--- src/rtl/simd_pkg.sv ---
package simd_pkg;
  typedef enum logic [1:0] {
    OP_ADD  = 2'd0,
    OP_SUB  = 2'd1,
    OP_HADD = 2'd2,
    OP_HSUB = 2'd3
  } simd_op_e;

  typedef enum logic [1:0] {
    K_WRAP = 2'd0,
    K_SAT  = 2'd1,
    K_HALF = 2'd2,
    K_BAD  = 2'd3
  } lane_kind_e;

  typedef struct packed {
    logic       legal;
    logic       wide;
    logic       sgn;
    lane_kind_e kind;
  } simd_ctl_t;

  // Index ranges that carry lane width and signedness
  localparam int WIDE_LO      = 16;
  localparam int WIDE_USPLIT  = 24;
  localparam int WIDE_HI      = 29;
  localparam int NARROW_LO    = 2;
  localparam int NARROW_USPLIT = 8;
  localparam int NARROW_HI    = 15;
endpackage

--- src/rtl/simd_decode.sv ---
module simd_decode
  import simd_pkg::*;
#(
  parameter int IDX_W = 5
) (
  input  logic [1:0]       opcode,
  input  logic [1:0]       mode,
  input  logic [IDX_W-1:0] idx_d,
  input  logic [IDX_W-1:0] idx_a,
  input  logic [IDX_W-1:0] idx_b,
  output simd_ctl_t        ctl
);
  function automatic logic all_in(input int lo, input int hi,
                                  input logic [IDX_W-1:0] x0,
                                  input logic [IDX_W-1:0] x1,
                                  input logic [IDX_W-1:0] x2);
    return (int'(x0) >= lo) && (int'(x0) <= hi) &&
           (int'(x1) >= lo) && (int'(x1) <= hi) &&
           (int'(x2) >= lo) && (int'(x2) <= hi);
  endfunction

  logic wide_any, narrow_any, wide_s, wide_u, narrow_s, narrow_u;
  logic signed_class, any_class;

  always_comb begin
    wide_any   = all_in(WIDE_LO, WIDE_HI, idx_d, idx_a, idx_b);
    narrow_any = all_in(NARROW_LO, NARROW_HI, idx_d, idx_a, idx_b);
    wide_s     = all_in(WIDE_LO, WIDE_USPLIT - 1, idx_d, idx_a, idx_b);
    wide_u     = all_in(WIDE_USPLIT, WIDE_HI, idx_d, idx_a, idx_b);
    narrow_s   = all_in(NARROW_LO, NARROW_USPLIT - 1, idx_d, idx_a, idx_b);
    narrow_u   = all_in(NARROW_USPLIT, NARROW_HI, idx_d, idx_a, idx_b);
    signed_class = wide_s | narrow_s;
    any_class    = wide_s | wide_u | narrow_s | narrow_u;

    ctl.legal = 1'b0;
    ctl.wide  = 1'b0;
    ctl.sgn   = 1'b0;
    ctl.kind  = K_BAD;
    if (!opcode[1] && mode == 2'b00) begin
      ctl.kind  = K_WRAP;
      ctl.legal = wide_any | narrow_any;
      ctl.wide  = wide_any;
    end else if (!opcode[1] && mode == 2'b01) begin
      ctl.kind  = K_SAT;
      ctl.legal = any_class;
      ctl.wide  = wide_s | wide_u;
      ctl.sgn   = signed_class;
    end else if (opcode[1] && mode == 2'b00) begin
      ctl.kind  = K_HALF;
      ctl.legal = any_class;
      ctl.wide  = wide_s | wide_u;
      ctl.sgn   = signed_class;
    end
  end
endmodule

--- src/rtl/simd_lane.sv ---
module simd_lane
  import simd_pkg::*;
#(
  parameter int W = 8
) (
  input  logic [W-1:0] a,
  input  logic [W-1:0] b,
  input  logic         is_sub,
  input  logic         is_signed,
  input  lane_kind_e   kind,
  output logic [W-1:0] y,
  output logic         clamped
);
  localparam logic [W-1:0] SMAX = {1'b0, {(W-1){1'b1}}};
  localparam logic [W-1:0] SMIN = {1'b1, {(W-1){1'b0}}};

  logic [W:0] ax, bx, s;

  always_comb begin
    ax = {is_signed & a[W-1], a};
    bx = {is_signed & b[W-1], b};
    s  = is_sub ? (ax - bx) : (ax + bx);
    y       = s[W-1:0];
    clamped = 1'b0;
    case (kind)
      K_SAT: begin
        if (is_signed) begin
          if (s[W] != s[W-1]) begin
            clamped = 1'b1;
            y = s[W] ? SMIN : SMAX;
          end
        end else if (s[W]) begin
          clamped = 1'b1;
          y = is_sub ? '0 : '1;
        end
      end
      K_HALF:  y = s[W:1];
      default: y = s[W-1:0];
    endcase
  end
endmodule

--- src/rtl/simd_addsub_unit.sv ---
module simd_addsub_unit
  import simd_pkg::*;
#(
  parameter int DATA_W   = 32,
  parameter int WIDE_W   = 16,
  parameter int NARROW_W = 8,
  parameter int IDX_W    = 5
) (
  input  logic              clk,
  input  logic              rst,
  input  logic              in_valid,
  input  logic [1:0]        opcode,
  input  logic [1:0]        mode,
  input  logic [IDX_W-1:0]  idx_d,
  input  logic [IDX_W-1:0]  idx_a,
  input  logic [IDX_W-1:0]  idx_b,
  input  logic [DATA_W-1:0] opnd_a,
  input  logic [DATA_W-1:0] opnd_b,
  output logic              out_valid,
  output logic [DATA_W-1:0] result,
  output logic              sat_flag,
  output logic              illegal
);
  localparam int NW = DATA_W / WIDE_W;
  localparam int NN = DATA_W / NARROW_W;

  simd_ctl_t ctl;

  simd_decode #(.IDX_W(IDX_W)) u_dec (
    .opcode(opcode), .mode(mode),
    .idx_d(idx_d), .idx_a(idx_a), .idx_b(idx_b),
    .ctl(ctl)
  );

  logic [DATA_W-1:0] y_wide, y_narrow;
  logic [NW-1:0]     clamp_w;
  logic [NN-1:0]     clamp_n;

  for (genvar g = 0; g < NW; g++) begin : g_wide
    simd_lane #(.W(WIDE_W)) u_lane (
      .a(opnd_a[g*WIDE_W +: WIDE_W]), .b(opnd_b[g*WIDE_W +: WIDE_W]),
      .is_sub(opcode[0]), .is_signed(ctl.sgn), .kind(ctl.kind),
      .y(y_wide[g*WIDE_W +: WIDE_W]), .clamped(clamp_w[g])
    );
  end

  for (genvar g = 0; g < NN; g++) begin : g_narrow
    simd_lane #(.W(NARROW_W)) u_lane (
      .a(opnd_a[g*NARROW_W +: NARROW_W]), .b(opnd_b[g*NARROW_W +: NARROW_W]),
      .is_sub(opcode[0]), .is_signed(ctl.sgn), .kind(ctl.kind),
      .y(y_narrow[g*NARROW_W +: NARROW_W]), .clamped(clamp_n[g])
    );
  end

  logic [DATA_W-1:0] res_sel;
  logic              sat_any;

  always_comb begin
    res_sel = ctl.wide ? y_wide : y_narrow;
    sat_any = (ctl.kind == K_SAT) && (ctl.wide ? (|clamp_w) : (|clamp_n));
  end

  always_ff @(posedge clk) begin
    if (rst) begin
      out_valid <= 1'b0;
      result    <= '0;
      sat_flag  <= 1'b0;
      illegal   <= 1'b0;
    end else begin
      out_valid <= in_valid;
      if (in_valid) begin
        result   <= ctl.legal ? res_sel : '0;
        sat_flag <= ctl.legal & sat_any;
        illegal  <= ~ctl.legal;
      end
    end
  end
endmodule

--- config.mk ---
export PLATFORM = sky130hd
export DESIGN_NAME = simd_addsub_unit
export DESIGN_NICKNAME = d
export VERILOG_FILES = /design/src/rtl/simd_pkg.sv /design/src/rtl/simd_decode.sv /design/src/rtl/simd_lane.sv /design/src/rtl/simd_addsub_unit.sv
export SDC_FILE = /design/constraint.sdc
export NUM_CORES = 1
export LEC_CHECK = 0
export CAP_MARGIN = 40
export CORE_MARGIN = 5
export CORE_UTILIZATION = 51
export CTS_BUF_LIST = sky130_fd_sc_hd__clkbuf_8
export DETAILED_ROUTE_END_ITERATION = 16
export PLACE_DENSITY = 0.9
export RECOVER_POWER = 50
export SKIP_LAST_GASP = 1
export SLEW_MARGIN = 20
export SYNTH_ARGS = -nofsm -noshare
export SYNTH_HDL_FRONTEND = slang
export SYNTH_SLANG_ARGS = --single-unit
export TNS_END_PERCENT = 1
--- constraint.sdc ---
create_clock -name clk -period 6.78 [get_ports clk]
set_clock_uncertainty 0.1 [all_clocks]
set_input_delay 1.356 -clock clk [delete_from_list [all_inputs] [get_ports clk]]
set_output_delay 1.356 -clock clk [all_outputs]
set_load 0.02 [all_outputs]
After elaboration in Yosys (flattened, before gate mapping)
Index checks and enable logic that the tools add are counted.

operators by class
  reduce and logical (&&, ||, !) cells = 38
  magnitude comparators = 24
  bitwise logic cells = 15
  equal/unequal tests = 9
  $add $sub $neg = 12
  multiplexer cells = 70

operators by type and width
  cell                number
  $mux 16             9
  $mux 8              17
  $mux 32             2
  $pmux 16 s2         2
  $pmux 8 s2          4
  $add 9x9->9         4
  $mux 9              4
  $sub 9x9->9         4
  $add 17x17->17      2
  $logic_and 1x1->1   34
  $mux 17             2
  $sub 17x17->17      2
  $ge 5x5->1 const B  6
  $le 5x5->1 const B  6
  $mux 1              26
  $ge 5x2->1 const B  3
  $ge 5x4->1 const B  3
  $le 5x3->1 const B  3
  $le 5x4->1 const B  3
  $mux 5              2
  $and 1x1->1         9
  $ne 1x1->1          6
  $or 1x1->1          5
  $eq 2x1->1 const B  2
  7 further kinds     8

word-level totals
  output and inout port bits = 35
  bits in registers = 35

Depth between registers and ports, before layout
Gate-level depths: netlist of the first run.

  depth after elaboration = 23
  mapped depth = 22
  gate-level depth less buffers = 21

Modules after synthesis
Synthesis of the first run repeated with hierarchy kept, for this count alone.

unflattened totals
  cells, all modules = 1274
  area, all modules = 9452.8 um^2

by module, submodules not included
  module                              area an instance (um^2)  cells an instance  times used
  simd_lane (g_narrow[0].u_lane ...)  929.6                    135                3
  simd_addsub_unit                    1995.7                   190                1
  simd_lane (g_wide[0].u_lane)        1853.0                   274                1
  simd_lane (g_wide[1].u_lane)        1625.3                   236                1
  simd_lane (g_narrow[3].u_lane)      1016.0                   140                1
  simd_decode                         173.9                    29                 1

Worst setup path before layout of the first run
No wires, ideal clock.

  kind = input -> register
  start = in opcode[0]
  end = reg result[9]
  stages = 22
  buffers on the path = 5
  required time = 6.563 ns
  setup time = 0.117 ns
  data arrival time = 6.516 ns
  slack = 0.046 ns
  cell sequence = clkbuf_1 -> clkbuf_1 -> clkbuf_1 -> buf_1 -> clkbuf_1 -> nor2_1 -> xnor2_1 -> ha_1 -> nor2b_1 -> o21a_1 -> o2111ai_1 -> a31oi_1 -> a221oi_4 -> xor2_1 -> inv_1 -> ha_1 -> nor2_1 -> or2_0 -> mux2i_2 -> o21ai_2 -> a2111o_1 -> a32o_1

on the way
  longest elaborated chain between the ends = 7

RTL lines
  item                                       RTL line                text
  start, declared                            simd_addsub_unit.sv:12  input logic [1:0] opcode,
  $mux 9 or $mux 17 (tied branches)          simd_lane.sv:22         s = is_sub ? (ax - bx) : (ax + bx);
  $mux 8, or another cell as far along       simd_lane.sv:30         y = s[W] ? SMIN : SMAX;
  $mux 8 or $mux 16 (tied branches)          simd_lane.sv:28         if (s[W] != s[W-1]) begin
  $mux 8 or $mux 16 (tied branches)          simd_lane.sv:27         if (is_signed) begin
  $pmux 8 s2 or $pmux 16 s2 (tied branches)  simd_lane.sv:25         case (kind)
  $mux 32 *                                  simd_addsub_unit.sv:59  res_sel = ctl.wide ? y_wide : y_narrow;
  $mux 32 *                                  simd_addsub_unit.sv:72  result <= ctl.legal ? res_sel : '0;
  end signal, assigned                       simd_addsub_unit.sv:72
  end, declared                              simd_addsub_unit.sv:20  output logic [DATA_W-1:0] result,

Mark *: on every way between the ends. The rest lies on a longest branch, timed or not.
A chain may end at the register's enable or synchronous reset.

Worst setup path after layout of the first run
  start = in opnd_b[0]
  end = reg result[9]

on the way
  longest elaborated chain between the ends = 8

RTL lines
  item                                              RTL line                          text
  start, declared                                   simd_addsub_unit.sv:18            input logic [DATA_W-1:0] opnd_b,
  $add 17x17->17 or $sub 17x17->17 (tied branches)  simd_lane.sv:22
  $mux 17 *                                         simd_lane.sv:22
  $mux 16 or $ne 1x1->1 (tied branches)             simd_lane.sv:30, simd_lane.sv:28
  $mux 16                                           simd_lane.sv:28
  $mux 16                                           simd_lane.sv:27
  $pmux 16 s2 *                                     simd_lane.sv:25
  $mux 32 *                                         simd_addsub_unit.sv:59
  $mux 32 *                                         simd_addsub_unit.sv:72

Marked as above.

==> flow_summary.json, run 1 <==
{
  "status": "finished clean",
  "drc": 0,
  "period_share_pct": 94.1,
  "nFillCells": 1118,
  "crit_arrival_ns": 6.46,
  "grt_pass1_vias": 7684,
  "antennaDiodeCount": 0,
  "ys_ff_latch": 35,
  "routed_wl_microns": 21900,
  "areaGrowthSynthToFinish_pct": 24.0,
  "yosysTopAreaCell": "ha_1",
  "hp-class": "reg2reg",
  "cts_tree": "yes",
  "syn_area_per_cell_sq_um": 7.36,
  "clk_latency_ns": 0.29,
  "finalNonFillerCells": 1229,
  "core_area_sq_um": 13200,
  "yosysSeqAreaShare_pct": 10.3,
  "power.density_nw_per_um2": 148,
  "layout_commonest_cell": "nor2_1",
  "cts_post_setup_buffers_inserted": 0,
  "die_w_microns": 126,
  "fp.dieH_microns": 126,
  "cp.required_ns": 6.87,
  "clock.fmax_mhz": 157,
  "initial_core_util_pct": 51.7,
  "rsz0062_at_grt": "no",
  "p_leak_uw": 0.00351,
  "synth_cell_types": 94,
  "synth_ff_type": "dfxtp_1",
  "endpoint_kind": "flip-flop",
  "setup-tns-final_ns": 0,
  "gp_congestion": 0.962,
  "slew_headroom_pct": 46.6,
  "yosysWarnings": 0,
  "ant_nets": 0,
  "via_count": 7872,
  "cts_resized": 0,
  "rows": 42,
  "maxCapViolCount": 0,
  "cp-start-kind": "input port",
  "placed_cells": 1220,
  "cts_max_path_buffers": 2,
  "fin_nets": 1208,
  "cts_hold_buf": 0,
  "grt.overflow.total": 0,
  "drive_above_1_share_pct": 7.88,
  "cts-root-buf": "clkbuf_8",
  "grt_pass1_wl_microns": 36200,
  "syn_area_sq_um": 6820,
  "dr.pass1.iters": 7,
  "synth_top_cell_area_share_pct": 12.1,
  "cts_sinks": 35,
  "cts.clk_slew.worst_paths_ns": 0.08,
  "cts_max_level": 2,
  "numCtsBuffers": 5,
  "min_period_ns": 6.38,
  "hpwl_microns": 17500,
  "grt_max_degree": 33,
  "most-common-layout-cells": "nor2_1, clkdlybuf4s50_1, a21oi_1",
  "port_buffers": 117,
  "antenna_found_initial": 0,
  "worst_ir_drop_vdd_v": 0.0000804,
  "grt_util_all_layers_pct": 26.6,
  "synth_nets": 1082,
  "critical_path_class": "in2reg",
  "syn_inst": 926,
  "tightest_slew_ns": 0.798,
  "slew_violations": 0,
  "critPathMaxFanout": 6,
  "async_flop_share_pct": 0,
  "yosys-top-cells-area": "ha_1, dfxtp_1, xnor2_1",
  "via_per_inst": 6.41,
  "initialDrtViolationCount": 915,
  "setup_viol": 0,
  "synth-edff-count": 0,
  "dieArea_sq_um": 15800,
  "wl_per_cell_microns": 17.8,
  "finalHoldViolations": 0,
  "io_pins": 121
}
[path summary, 6_finish.rpt]
| kind | from | to | slack (ns) | cells past startpoint |
|---|---|---|---|---|
| worst max register to register | result[24]$_SDFFE_PP0P_ | result[24]$_SDFFE_PP0P_ | 5.75 | 2 |
| worst min register to register | sat_flag$_SDFFE_PP0P_ | sat_flag$_SDFFE_PP0P_ | 0.35 | 1 |
| worst min-delay path | sat_flag$_SDFFE_PP0P_ | sat_flag$_SDFFE_PP0P_ | 0.35 | 1 |
| worst max-delay path | opnd_b[0] | result[9]$_SDFFE_PP0P_ | 0.40 | 23 |
[cell type report]
class                   instances  area, sq um  area share, %
multi-input cells             806         5810           68.7
flip-flops and latches         35          701           8.29
clock buffers                   5         68.8          0.814
well taps                     176          220           2.61
repair buffers                154         1450           17.2
inverters                      50          188           2.22
clock inverters                 3         16.3          0.193
[where the power goes]
| part | leakage, uW | switching [uW] | internal [uW] | total, uW |
|---|---|---|---|---|
| registers | 0.000283 | 1.51 | 208 | 209 |
| logic | 0.00319 | 511 | 371 | 882 |
| clock network | 0.0000453 | 86.0 | 70.5 | 157 |
[through the flow]
step / power [uW] / hold WS (ns) / instance area, sq um / util, % / setup slack [ns]
5_1_grt: 1340 / 0.386 / 8450 / 64.1 / 0.0443
4_1_cts: 1230 / 0.364 / 8430 / 63.9 / 0.511
3_5_place_dp: 1070 / 0.346 / 8350 / 63.3 / 0.240
6_report: 1250 / 0.354 / 8450 / 64.1 / 0.402
3_3_place_gp: 1050 / 0.345 / 8320 / 63.1 / 0.269
2_1_floorplan: 812 / 0.436 / 6820 / - / 0.0463
[sequential cells by signal, summed over array words and instances, names as in the netlist]
register   count
illegal        1
out_valid      1
sat_flag       1
result        32
[cells by family (layout without fill, tap and decap cells)]
kind of cell / count (synthesis) / count (layout) / share of synthesized area (%)
AND/OR/NAND/NOR: 300 / 300 / 22.5
multiplexers: 19 / 19 / 2.96
flip-flops: 35 / 35 / 10.3
AO/OA/AOI/OAI: 326 / 326 / 34.2
XOR/XNOR: 91 / 91 / 11.9
buffers and inverters: 85 / 212 / 4.85
adder cells (fa/ha/maj): 70 / 70 / 13.3
[cell usage after synthesis, types with 5 or more instances]
cell type,instances
nor2_1,86
a21oi_1,74
ha_1,66
xnor2_1,63
nand2_1,61
o21ai_0,49
inv_1,48
dfxtp_1,35
nor3_1,32
clkbuf_1,29
xor2_1,26
a31oi_1,17
o21a_1,17
a22oi_1,16
and3_1,16
nand3_1,16
nor2b_1,16
a21o_1,14
and2_1,12
mux2i_1,12
o22ai_1,11
a221oi_1,10
nand2b_1,10
nor4_1,10
o211ai_1,10
o31ai_1,10
or3_1,7
a2111oi_0,6
a211oi_1,6
a221o_1,6
a32oi_1,6
mux2_2,6
a211o_1,5
a311oi_1,5
nand4_1,5
o2111ai_1,5
o311ai_0,5
[routing by layer]
layer	vias to the layer above	global-route usage, %	share of wire, %
li1	3763	-	-
met1	3583	34.5	41
met2	440	43.4	45
met3	84	4.95	9.6
met4	2	10.5	3.3
met5	-	2.79	0.26
[worst max-delay path, stage by stage]
cell	delay, ns
clkdlybuf4s50_1	0.47
inv_1	0.13
ha_1	0.19
nor3b_1	0.36
and2_1	0.34
nor2_1	0.14
xnor2_1	0.17
ha_1	0.34
a21o_1	0.18
a21oi_1	0.22
a31oi_1	0.12
buf_4	0.17
a221oi_4	0.29
xor2_1	0.23
inv_1	0.08
ha_1	0.30
buf_4	0.17
nand2_1	0.07
nor2_1	0.04
mux2i_1	0.25
a21oi_1	0.21
a2111o_1	0.36
a32o_1	0.26
Power figures use the tool's default switching activity.
==> run 2, diff against run 1 <==
--- a/config.mk
+++ b/config.mk
@@ -6,7 +6,6 @@
 export NUM_CORES = 1
 export LEC_CHECK = 0
 export CAP_MARGIN = 40
-export CORE_MARGIN = 5
 export CORE_UTILIZATION = 51
 export CTS_BUF_LIST = sky130_fd_sc_hd__clkbuf_8
 export DETAILED_ROUTE_END_ITERATION = 16
==> run 2 against run 1 <==
  * Power grew 5.7%
  * First-iteration DRC count grew 0.22%
  * Combinational power is essentially flat
  * Die area shrank 12%
  * Critical path depth shrank 1
  * Cell area grew 0.56%
  * Utilization grew 2.2 points
  * Setup slack gained 0.016 ns
  * Sequential share of layout area is essentially flat
  * Non-clock buffer count grew 2
  * Clock power grew 47%
  * Critical path type unchanged
  * Largest power group unchanged
  * Highest routed layer is now met4
==> flow_summary.json, run 2 (synthesis results as in run 1) <==
{
  "status": "finished clean",
  "fp.dieH_microns": 118,
  "layout_commonest_cell": "nor2_1",
  "power.density_nw_per_um2": 155,
  "tightest_slew_ns": 0.882,
  "core_area_sq_um": 12800,
  "rsz0062_at_grt": "yes",
  "cp.required_ns": 6.84,
  "p_leak_uw": 0.00352,
  "total_power_uw": 1320,
  "antenna_found_initial": 0,
  "nFillCells": 1103,
  "cp-start-kind": "input port",
  "cts_hold_buf": 0,
  "fin_area_sq_um": 8500,
  "crit_arrival_ns": 6.42,
  "gp_congestion": 0.951,
  "endpoint_kind": "flip-flop",
  "io_pins": 121,
  "hp-class": "reg2reg",
  "fin_nets": 1210,
  "cts_tree": "yes",
  "cts_max_level": 2,
  "grt.overflow.total": 0,
  "wl_per_cell_microns": 17.4,
  "areaGrowthSynthToFinish_pct": 24.7,
  "slew_headroom_pct": 39.7,
  "die_w_microns": 118,
  "hpwl_microns": 16900,
  "critPathMostFrequentCell": "ha_1",
  "via_per_inst": 6.44,
  "hold-worst-slack_ns": 0.365,
  "slew_violations": 0,
  "clk_latency_ns": 0.29,
  "cts-root-buf": "clkbuf_8",
  "grt_max_degree": 32,
  "cts_sinks": 35,
  "antennaDiodeCount": 0,
  "crit_slowest_cell": "clkdlybuf4s50_1",
  "cts.clk_slew.worst_paths_ns": 0.07,
  "path_cells": "clkdlybuf4s50_1 > inv_1 > ha_1 > nor3b_2 > and2_1 > nor2_1 > xnor2_1 > ha_1 > a21o_1 > a21oi_1 > a31oi_1 > a221oi_4 > xor2_1 > inv_1 > ha_1 > buf_4 > nand2_1 > nor2_1 > mux2i_1 > a21oi_1 > a2111oi_0 > o21ai_0",
  "place_area_sq_um": 8350,
  "postLayoutCoreUtil_pct": 66.3,
  "regMostFlops": "result",
  "grt_pass1_wl_microns": 35500,
  "drive_above_1_share_pct": 8.06,
  "initial_core_util_pct": 53.1,
  "setup_viol": 0,
  "pre_cts_ws_ns": 0.165,
  "clock.fmax_mhz": 157,
  "dr.pass1.iters": 6,
  "critical_path_class": "in2reg",
  "drc": 0,
  "most-common-layout-cells": "nor2_1, clkdlybuf4s50_1, a21oi_1",
  "routed_wl_microns": 21400,
  "critPathMaxFanout": 6,
  "via_count": 7898,
  "max_stage_delay_ns": 0.46,
  "cts_max_path_buffers": 2,
  "period_share_pct": 93.8,
  "numCtsBuffers": 5,
  "min_period_ns": 6.36,
  "dieArea_sq_um": 13800,
  "ant_nets": 0,
  "maxCapViolCount": 0,
  "largest_reg_flops": 32,
  "worst_ir_drop_vdd_v": 0.0000869,
  "port_buffers": 117,
  "initialDrtViolationCount": 917,
  "multiInputGateArea_sq_um": 5800,
  "seq_area_sq_um": 701,
  "rows": 41,
  "finalHoldViolations": 0,
  "grt_pass1_vias": 7338,
  "fin_ws_ns": 0.419,
  "grt_util_all_layers_pct": 30.4
}
run 2: path summary, 6_finish.rpt:
path	depth (start not counted)	start	slack, ns	to
worst max-delay path	22	opnd_b[0]	0.42	result[13]$_SDFFE_PP0P_
worst min register to register	1	result[1]$_SDFFE_PP0P_	0.36	result[1]$_SDFFE_PP0P_
worst max register to register	2	result[8]$_SDFFE_PP0P_	5.76	result[8]$_SDFFE_PP0P_
worst min-delay path	1	result[1]$_SDFFE_PP0P_	0.36	result[1]$_SDFFE_PP0P_
run 2: what timing repair did:
action                     4_1_cts  5_1_grt
setup endpoints to repair        0        7
gates resized for setup          0        2
buffers inserted                 0        0
run 2: power breakdown:
part	switching (uW)	internal (uW)
logic	508	370
registers	1.43	208
clock network	84.9	146
total	595	724
run 2: layout make-up:
| cell class | instances | area share (%) |
|---|---|---|
| clock inverters | 3 | 0.751 |
| flip-flops and latches | 35 | 8.25 |
| multi-input cells | 806 | 68.3 |
| repair buffers | 156 | 17.1 |
| well taps | 172 | 2.53 |
| clock buffers | 5 | 0.810 |
| inverters | 50 | 2.21 |
run 2: metrics by stage:
step,setup TNS (ns),instances
after detailed placement,0,1217
after global placement,0,1215
after CTS,0,1225
after global routing,-0.0656,1227
final,0,1227
after floorplan,0,926
run 2: per-layer routing:
metal / global-route usage (%) / wire length [microns] / vias up / part of all wire, %
li1: - / - / 3768 / -
met1: 39.6 / 8890 / 3585 / 42
met2: 48.8 / 9530 / 444 / 45
met3: 5.81 / 2090 / 101 / 9.8
met4: 12.5 / 889 / 0 / 4.2
met5: 0 / 0 / - / 0
run 2: critical path: cells and delay by family:
kind | cells | cell delay, ns
AND/OR/NAND/NOR | 5 | 0.90
buffers and inverters | 4 | 0.84
AO/OA/AOI/OAI | 7 | 1.80
adder cells (fa/ha/maj) | 3 | 0.91
multiplexers | 1 | 0.24
XOR/XNOR | 2 | 0.36
